File: src/rtl/sched_pkg.sv
package sched_pkg;

   typedef enum logic [1:0] {
      SLOT_FREE  = 2'd0,
      SLOT_WAIT  = 2'd1,
      SLOT_READY = 2'd2,
      SLOT_EXEC  = 2'd3
   } slot_state_e;

endpackage

File: src/rtl/sched_slot.sv
module sched_slot #(
   parameter int TAG_W  = 5,
   parameter int AGE_W  = 5,
   parameter int GIDX_W = 1,
   parameter int UIDX_W = 2,
   parameter int LAT_W  = 4
) (
   input  logic                    clk,
   input  logic                    rst_n,
   input  logic                    alloc,
   input  logic [AGE_W-1:0]        a_age,
   input  logic [TAG_W-1:0]        a_src_a,
   input  logic                    a_rdy_a,
   input  logic [TAG_W-1:0]        a_src_b,
   input  logic                    a_rdy_b,
   input  logic [GIDX_W-1:0]       a_grp,
   input  logic                    wb_valid,
   input  logic [TAG_W-1:0]        wb_tag,
   input  logic                    grant,
   input  logic [UIDX_W-1:0]       g_unit,
   input  logic [LAT_W-1:0]        g_lat,
   output sched_pkg::slot_state_e  st,
   output logic [AGE_W-1:0]        age,
   output logic [GIDX_W-1:0]       grp,
   output logic [UIDX_W-1:0]       unit,
   output logic                    done
);
   import sched_pkg::*;

   logic [TAG_W-1:0] src_a, src_b;
   logic             rdy_a, rdy_b;
   logic [LAT_W-1:0] cnt;
   logic             nxt_a, nxt_b, new_a, new_b;

   always_comb begin
      nxt_a = rdy_a | (wb_valid && wb_tag == src_a);
      nxt_b = rdy_b | (wb_valid && wb_tag == src_b);
      new_a = a_rdy_a | (wb_valid && wb_tag == a_src_a);
      new_b = a_rdy_b | (wb_valid && wb_tag == a_src_b);
   end

   assign done = (st == SLOT_EXEC) && (cnt <= LAT_W'(1));

   always_ff @(posedge clk or negedge rst_n) begin
      if (!rst_n) begin
         st    <= SLOT_FREE;
         age   <= '0;
         grp   <= '0;
         unit  <= '0;
         src_a <= '0;
         src_b <= '0;
         rdy_a <= 1'b0;
         rdy_b <= 1'b0;
         cnt   <= '0;
      end else begin
         case (st)
            SLOT_FREE: begin
               if (alloc) begin
                  age   <= a_age;
                  grp   <= a_grp;
                  src_a <= a_src_a;
                  src_b <= a_src_b;
                  rdy_a <= new_a;
                  rdy_b <= new_b;
                  st    <= (new_a && new_b) ? SLOT_READY : SLOT_WAIT;
               end
            end
            SLOT_WAIT: begin
               rdy_a <= nxt_a;
               rdy_b <= nxt_b;
               if (nxt_a && nxt_b) st <= SLOT_READY;
            end
            SLOT_READY: begin
               if (grant) begin
                  st   <= SLOT_EXEC;
                  unit <= g_unit;
                  cnt  <= g_lat;
               end
            end
            SLOT_EXEC: begin
               if (cnt <= LAT_W'(1)) st <= SLOT_FREE;
               else                  cnt <= cnt - LAT_W'(1);
            end
            default: st <= SLOT_FREE;
         endcase
      end
   end

endmodule

File: src/rtl/sched_oldest.sv
module sched_oldest #(
   parameter int N     = 8,
   parameter int AGE_W = 5,
   parameter int IDX_W = 3
) (
   input  logic [N-1:0]       req,
   input  logic [N*AGE_W-1:0] ages,
   output logic               pick_v,
   output logic [IDX_W-1:0]   pick_idx
);
   logic [AGE_W-1:0] best;
   logic [AGE_W-1:0] diff;

   always_comb begin
      pick_v   = 1'b0;
      pick_idx = '0;
      best     = '0;
      diff     = '0;
      for (int i = 0; i < N; i++) begin
         diff = ages[i*AGE_W +: AGE_W] - best;
         if (req[i] && (!pick_v || diff[AGE_W-1])) begin
            pick_v   = 1'b1;
            pick_idx = IDX_W'(i);
            best     = ages[i*AGE_W +: AGE_W];
         end
      end
   end

endmodule

File: src/rtl/sched_rr.sv
module sched_rr #(
   parameter int N     = 2,
   parameter int IDX_W = 1
) (
   input  logic             clk,
   input  logic             rst_n,
   input  logic [N-1:0]     avail,
   input  logic             take,
   output logic             pick_v,
   output logic [IDX_W-1:0] pick
);
   generate
      if (N == 1) begin : g_single
         assign pick_v = avail[0];
         assign pick   = '0;
      end else begin : g_multi
         logic [IDX_W-1:0] last;

         always_comb begin
            pick_v = 1'b0;
            pick   = '0;
            for (int k = 1; k <= N; k++) begin
               if (!pick_v && avail[(int'(last) + k) % N]) begin
                  pick_v = 1'b1;
                  pick   = IDX_W'((int'(last) + k) % N);
               end
            end
         end

         always_ff @(posedge clk or negedge rst_n) begin
            if (!rst_n)    last <= IDX_W'(N - 1);
            else if (take) last <= pick;
         end
      end
   endgenerate

endmodule

File: src/rtl/ooo_issue_sched.sv
module ooo_issue_sched #(
   parameter int ENTRIES       = 8,
   parameter int TAG_W         = 5,
   parameter int AGE_W         = 5,
   parameter int NGROUP        = 2,
   parameter int UNITS_PER_GRP = 2,
   parameter int LAT_W         = 4,
   parameter logic [NGROUP*LAT_W-1:0] GRP_LAT = {4'd3, 4'd1},
   localparam int NUNIT  = NGROUP * UNITS_PER_GRP,
   localparam int EIDX_W = (ENTRIES > 1) ? $clog2(ENTRIES) : 1,
   localparam int UIDX_W = (NUNIT > 1) ? $clog2(NUNIT) : 1,
   localparam int GIDX_W = (NGROUP > 1) ? $clog2(NGROUP) : 1,
   localparam int LIDX_W = (UNITS_PER_GRP > 1) ? $clog2(UNITS_PER_GRP) : 1
) (
   input  logic                      clk,
   input  logic                      rst_n,
   input  logic                      disp_valid,
   input  logic [AGE_W-1:0]          disp_age,
   input  logic [TAG_W-1:0]          disp_src_a,
   input  logic                      disp_rdy_a,
   input  logic [TAG_W-1:0]          disp_src_b,
   input  logic                      disp_rdy_b,
   input  logic [GIDX_W-1:0]         disp_grp,
   output logic                      full,
   input  logic                      wb_valid,
   input  logic [TAG_W-1:0]          wb_tag,
   input  logic [NUNIT-1:0]          unit_busy,
   output logic [NGROUP-1:0]         iss_valid,
   output logic [NGROUP*AGE_W-1:0]   iss_age,
   output logic [NGROUP*UIDX_W-1:0]  iss_unit,
   output logic [NUNIT-1:0]          done_valid,
   output logic [NUNIT*AGE_W-1:0]    done_age
);
   import sched_pkg::*;

   // elaboration-time parameter checks
   generate
      if (ENTRIES < 2) begin : g_bad_entries
         $error("ENTRIES must be at least 2");
      end
      if (UNITS_PER_GRP < 1 || NGROUP < 1) begin : g_bad_units
         $error("need at least one group and one unit per group");
      end
      if ((2 ** AGE_W) < 2 * ENTRIES) begin : g_bad_age
         $error("AGE_W too narrow for ordered compare over ENTRIES");
      end
      for (genvar c = 0; c < NGROUP; c++) begin : g_lat_chk
         if (GRP_LAT[c*LAT_W +: LAT_W] == 0) begin : g_zero
            $error("group latency must be at least 1");
         end
      end
   endgenerate

   slot_state_e        st     [ENTRIES];
   logic [AGE_W-1:0]   s_age  [ENTRIES];
   logic [GIDX_W-1:0]  s_grp  [ENTRIES];
   logic [UIDX_W-1:0]  s_unit [ENTRIES];
   logic [ENTRIES-1:0] s_done;
   logic [ENTRIES-1:0] free_v;
   logic [ENTRIES-1:0] alloc_v;
   logic [ENTRIES-1:0] grant_v;
   logic [UIDX_W-1:0]  g_unit [ENTRIES];
   logic [LAT_W-1:0]   g_lat  [ENTRIES];
   logic [ENTRIES*AGE_W-1:0] age_flat;

   logic [EIDX_W-1:0]  alloc_idx;
   logic               alloc_hit;
   logic [NUNIT-1:0]   occ;
   logic [NUNIT-1:0]   unit_free;
   logic [EIDX_W-1:0]  pick_idx [NGROUP];
   logic [UIDX_W-1:0]  iss_unit_a [NGROUP];

   // allocation: lowest free entry
   always_comb begin
      alloc_idx = '0;
      alloc_hit = 1'b0;
      for (int e = 0; e < ENTRIES; e++) begin
         if (!alloc_hit && free_v[e]) begin
            alloc_idx = EIDX_W'(e);
            alloc_hit = 1'b1;
         end
      end
   end

   assign full = ~|free_v;

   // unit occupancy from executing entries
   always_comb begin
      occ = '0;
      for (int e = 0; e < ENTRIES; e++) begin
         if (st[e] == SLOT_EXEC) occ[s_unit[e]] = 1'b1;
      end
   end

   assign unit_free = ~unit_busy & ~occ;

   // grant routing back to the winning entries
   always_comb begin
      grant_v = '0;
      for (int e = 0; e < ENTRIES; e++) begin
         for (int g = 0; g < NGROUP; g++) begin
            if (iss_valid[g] && pick_idx[g] == EIDX_W'(e)) grant_v[e] = 1'b1;
         end
      end
   end

   // completion per unit
   always_comb begin
      done_valid = '0;
      done_age   = '0;
      for (int u = 0; u < NUNIT; u++) begin
         for (int e = 0; e < ENTRIES; e++) begin
            if (s_done[e] && s_unit[e] == UIDX_W'(u)) begin
               done_valid[u]               = 1'b1;
               done_age[u*AGE_W +: AGE_W]  = s_age[e];
            end
         end
      end
   end

   generate
      for (genvar e = 0; e < ENTRIES; e++) begin : g_slot
         assign free_v[e]  = (st[e] == SLOT_FREE);
         assign alloc_v[e] = disp_valid && !full && alloc_hit && (alloc_idx == EIDX_W'(e));
         assign age_flat[e*AGE_W +: AGE_W] = s_age[e];
         assign g_unit[e]  = iss_unit_a[s_grp[e]];
         assign g_lat[e]   = GRP_LAT[s_grp[e]*LAT_W +: LAT_W];

         sched_slot #(
            .TAG_W  (TAG_W),
            .AGE_W  (AGE_W),
            .GIDX_W (GIDX_W),
            .UIDX_W (UIDX_W),
            .LAT_W  (LAT_W)
         ) u_slot (
            .clk      (clk),
            .rst_n    (rst_n),
            .alloc    (alloc_v[e]),
            .a_age    (disp_age),
            .a_src_a  (disp_src_a),
            .a_rdy_a  (disp_rdy_a),
            .a_src_b  (disp_src_b),
            .a_rdy_b  (disp_rdy_b),
            .a_grp    (disp_grp),
            .wb_valid (wb_valid),
            .wb_tag   (wb_tag),
            .grant    (grant_v[e]),
            .g_unit   (g_unit[e]),
            .g_lat    (g_lat[e]),
            .st       (st[e]),
            .age      (s_age[e]),
            .grp      (s_grp[e]),
            .unit     (s_unit[e]),
            .done     (s_done[e])
         );
      end

      for (genvar g = 0; g < NGROUP; g++) begin : g_grp
         logic [ENTRIES-1:0] req;
         logic               old_v;
         logic               rr_v;
         logic [LIDX_W-1:0]  rr_sel;

         for (genvar e = 0; e < ENTRIES; e++) begin : g_req
            assign req[e] = (st[e] == SLOT_READY) && (s_grp[e] == GIDX_W'(g));
         end

         sched_oldest #(
            .N     (ENTRIES),
            .AGE_W (AGE_W),
            .IDX_W (EIDX_W)
         ) u_old (
            .req      (req),
            .ages     (age_flat),
            .pick_v   (old_v),
            .pick_idx (pick_idx[g])
         );

         sched_rr #(
            .N     (UNITS_PER_GRP),
            .IDX_W (LIDX_W)
         ) u_rr (
            .clk    (clk),
            .rst_n  (rst_n),
            .avail  (unit_free[g*UNITS_PER_GRP +: UNITS_PER_GRP]),
            .take   (iss_valid[g]),
            .pick_v (rr_v),
            .pick   (rr_sel)
         );

         assign iss_valid[g]   = old_v && rr_v;
         assign iss_unit_a[g]  = UIDX_W'(g * UNITS_PER_GRP) + UIDX_W'(rr_sel);
         assign iss_unit[g*UIDX_W +: UIDX_W] = iss_unit_a[g];
         assign iss_age[g*AGE_W +: AGE_W]    = s_age[pick_idx[g]];
      end
   endgenerate

endmodule

File: config.mk
export PLATFORM = sky130hd
export DESIGN_NAME = ooo_issue_sched
export DESIGN_NICKNAME = d
export VERILOG_FILES = /design/src/rtl/sched_pkg.sv /design/src/rtl/sched_slot.sv /design/src/rtl/sched_oldest.sv /design/src/rtl/sched_rr.sv /design/src/rtl/ooo_issue_sched.sv
export SDC_FILE = /design/constraint.sdc
export NUM_CORES = 1
export LEC_CHECK = 0
export BUFFER_PORTS_ARGS = -buffer_cell sky130_fd_sc_hd__buf_2
export CORE_AREA = 2 2 224 226
export DETAILED_ROUTE_END_ITERATION = 6
export DIE_AREA = 0 0 226 228
export PLACE_DENSITY = 0.54
export RECOVER_POWER = 25
export SETUP_SLACK_MARGIN = 0.1
export SLEW_MARGIN = 20
export SYNTH_ARGS = -nofsm -noshare
export SYNTH_HDL_FRONTEND = slang
export SYNTH_HIERARCHICAL = 1
export SYNTH_SLANG_ARGS = --single-unit
File: constraint.sdc
create_clock -name clk -period 27 [get_ports clk]
set_clock_uncertainty 0.05 [all_clocks]
set_input_delay 0 -clock clk [delete_from_list [all_inputs] [get_ports clk]]
set_output_delay 0 -clock clk [all_outputs]
set_load 0.02 [all_outputs]
==> flow_metrics.py <==
metrics = {
    "placement": {
        "hpwl_um": 47000,
        "place.gp.congestion": 0.955,
        "placed_area_mm2": 0.0205,
        "io_buffers": 69,
        "pre_cts_ws_ns": 10.03,
        "dp.cells": 2855,
    },
    "setup_path": {
        "required_ns": 27.37,
        "critPathMostFrequentCell": "ha_1",
        "reg2reg_depth": 62,
        "cp_num_buf_inv": 3,
        "crit_type": "reg -> reg",
        "cpPeakStageDelay_ns": 0.85,
        "worstPathMaxFanout": 15,
        "crit_family": "compound AO/OA/AOI/OAI gates",
        "crit_path_end_kind": "flop",
        "r2r-start": "g_slot[0].u_slot/st[0]",
        "rrSetupSlack_ns": 9.99,
        "arrival_ns": 17.38,
        "cp-start-kind": "flop",
        "cp_slowest_cell": "o32ai_1",
        "r2r_end": "g_slot[0].u_slot/st[0]",
    },
    "pwr": {
        "power.leakage_nw": 8.78,
        "power_density_mw_per_mm2": 150,
        "peakVddDrop_v": 0.0000914,
    },
    "worst_hold_path": {
        "hold_path_class": "in -> reg",
        "worstHoldStart": "disp_src_a[2]",
        "min_to": "g_slot[5].u_slot/src_a[2]",
        "hold-path-cell-count": 2,
    },
    "final_layout": {
        "drive_above_1_share": 0.200,
        "stdcell_count": 2906,
        "syn2layout_area_growth_pct": 9.92,
        "final_util": 0.434,
        "antenna_cells": 0,
        "nets": 2322,
        "postLayoutCellArea_mm2": 0.0214,
    },
    "clocking": {
        "cts_buffer_depth": 3,
        "postCtsSetupRepairBufs": 0,
        "clk_latency_ns": 0.54,
        "ctsResizeCount": 0,
        "cts_inserted_buffers": 24,
        "cts.sinks": 210,
        "cts_tree": "done",
        "clk_pin_slew_ns": 0.06,
        "cts.htree.levels": 1,
        "cts_root_buffer": "clkbuf_16",
    },
    "die": {
        "rows": 82,
        "die_h_um": 228,
        "core_area_mm2": 0.0493,
        "initial_core_util": 0.395,
        "die-area_mm2": 0.0515,
        "ios": 72,
        "fp.dieW_um": 226,
    },
    "grt": {
        "grtUsageMet2": 0.423,
        "grt_pass1_wl_um": 101000,
        "grt_use_met3": 0.0325,
        "grt_pass1_vias": 17098,
        "grt_max_degree": 84,
        "overflow": 0,
        "antenna_found_initial": 5,
        "grt_use_met1": 0.324,
        "busiest_layer": "met2",
        "grtUsageTotal": 0.249,
    },
    "yosys": {
        "synth_xor_area_frac": 0.0764,
        "yosys_warnings": 6,
        "async_flop_share": 1.00,
        "syn_area_per_cell_um2": 9.04,
        "synth_area_mm2": 0.0195,
        "synth_fa_ha_area_frac": 0.0537,
        "yosysTopAreaCell": "dfrtp_1",
        "synth_top_family_by_area": "compound AO/OA/AOI/OAI gates",
        "synth_compound_area_frac": 0.215,
        "ys_seq_area_frac": 0.270,
        "synth_top_area_frac": 0.267,
        "synth_flop_cell": "dfrtp_1",
        "yosys-top-cells-area": "dfrtp_1 27%, mux2_2 10%, ha_1 4.8%, xnor2_1 4.7%, a21oi_1 3.3%",
        "synth.distinct_cells": 105,
        "postSynthCellCount": 2155,
        "synthMuxAreaShare": 0.158,
        "yosys_register_bits": 210,
        "yosys.area_share.simple": 0.180,
        "synth-edff-count": 0,
    },
    "sta": {
        "fmax_mhz": 58.8,
        "setup_slack_ns": 9.99,
        "final_max_slew_viol_count": 135,
        "tns_ns": 0,
        "setup_violations": 0,
        "slew_headroom": -2.29,
        "hold_viol": 0,
        "finalCritPeriodShare": 0.630,
        "tightestPinTransition_ns": 4.93,
        "fin_crit_ns": 17.01,
        "rsz0062_at_grt": "no",
    },
    "detailed_routing": {
        "via_per_inst": 6.13,
        "drt_first_pass_iters": 7,
        "drt-total-wl_um": 65600,
        "routedWlPerCell_um": 22.6,
        "drt_iter0_drc": 1378,
        "ant_nets": 0,
        "drc": 0,
        "num_vias": 17807,
    },
    "status": {
        "violations": "capacitance limit, slew limit",
        "status": "finished with violations",
    },
    "flow_run": {
        "cap_viol_max_count": 2,
    },
}
==> Yosys cell counts (18+ instances only) <==
| cell type | n |
|---|---|
| dfrtp_1 | 208 |
| ha_1 | 74 |
| nand4_1 | 42 |
| a31o_2 | 18 |
| nor2_1 | 93 |
| buf_2 | 40 |
| o211ai_1 | 18 |
| o21ai_0 | 85 |
| a31oi_1 | 29 |
| xnor2_1 | 104 |
| nand2_1 | 146 |
| mux2i_1 | 52 |
| nor3_1 | 35 |
| o21ai_1 | 29 |
| mux2_2 | 176 |
| a211oi_1 | 18 |
| or2_2 | 28 |
| nand3_1 | 53 |
| and3_1 | 42 |
| o22ai_1 | 64 |
| inv_1 | 119 |
| nand2b_1 | 24 |
| xor2_1 | 66 |
| nor4_1 | 24 |
| clkbuf_1 | 34 |
| a21oi_1 | 127 |
| nor2b_1 | 28 |
| mux4_2 | 20 |
==> registers in the layout, summed over array words and instances (netlist names) <==
register / count
g_slot.u_slot/rdy_a: 8
g_slot.u_slot/rdy_b: 8
g_grp.u_rr/g_multi.last: 2
g_slot.u_slot/cnt: 32
g_slot.u_slot/age: 40
g_slot.u_slot/src_b: 40
g_slot.u_slot/grp: 8
g_slot.u_slot/unit: 16
g_slot.u_slot/st: 16
g_slot.u_slot/src_a: 40
==> cells in the final DEF (no fill, tap or decap), types with 20 or more instances in the layout <==
| cell | instances |
|---|---|
| dfrtp_1 | 208 |
| mux2_2 | 176 |
| nand2_1 | 146 |
| a21oi_1 | 127 |
| inv_1 | 119 |
| xnor2_1 | 104 |
| nor2_1 | 93 |
| o21ai_0 | 85 |
| ha_1 | 74 |
| buf_2 | 68 |
| xor2_1 | 66 |
| o22ai_1 | 64 |
| mux2i_1 | 52 |
| nand3_1 | 52 |
| and3_1 | 42 |
| nand4_1 | 42 |
| nor3_1 | 35 |
| conb_1 | 34 |
| o21ai_1 | 29 |
| a31oi_1 | 29 |
| or2_2 | 28 |
| nor2b_1 | 28 |
| clkbuf_16 | 25 |
| nor4_1 | 24 |
| nand2b_1 | 24 |
| mux4_2 | 20 |
==> worst max path at each step <==
| stage | start | to | slack [ns] | cells past startpoint |
|---|---|---|---|---|
| global placement | g_slot[0].u_slot/st[1] | g_slot[0].u_slot/st[0] | 10.04 | 64 |
| detailed placement | g_slot[0].u_slot/st[1] | g_slot[0].u_slot/st[0] | 10.03 | 64 |
| floorplan | g_slot[0].u_slot/st[1] | g_slot[5].u_slot/st[0] | 12.56 | 67 |
| finish | g_slot[0].u_slot/st[0] | g_slot[0].u_slot/st[0] | 9.99 | 62 |
| global route | g_slot[0].u_slot/st[1] | g_slot[2].u_slot/st[0] | 8.79 | 64 |
| CTS | g_slot[0].u_slot/st[1] | g_slot[0].u_slot/st[0] | 9.95 | 64 |
==> through the flow <==
step	power [mW]	hold slack, ns
floorplan	2.25	-0.346
global placement	2.78	0.00623
detailed placement	2.81	0.00802
CTS	3.19	0.0219
global route	3.44	0.0383
finish	3.22	0.0339
==> cell families (layout without fill, tap and decap cells) <==
logic type,after synthesis,count (layout)
DFF,210,210
adders and majority gates,86,86
other,2,34
and+or+nand+nor,639,639
muxes,258,258
buffers and inverters,208,255
xor gates and xnor gates,170,170
AOI/OAI and AO/OA,582,582
==> metal layers <==
metal / routed length [µm] / share of wire / up-vias
li1: - / - / 8209
met1: 28300 / 0.43 / 8827
met2: 31400 / 0.48 / 633
met3: 3770 / 0.057 / 130
met4: 2140 / 0.033 / 8
met5: 49 / 0.00075 / -
==> area by class of cell <==
class                      count  area (µm²)
tap                          672         841
fill                        4929       27900
sequential                   210        5260
inverter                     120         450
multi-input combinational   1769       13400
timing repair buffer          92         537
clock inverter                 6         130
clock buffer                  37         751
==> repair_timing <==
action	CTS	global route
hold endpoints to repair	132	0
hold buffers	8	0
setup endpoints to repair	0	0
==> power breakdown <==
group	internal, mW	switching [mW]
registers	0.456	0.294
clock network	0.228	0.135
logic	0.903	1.20
Note: power is estimated with default switching activity, not from simulation.
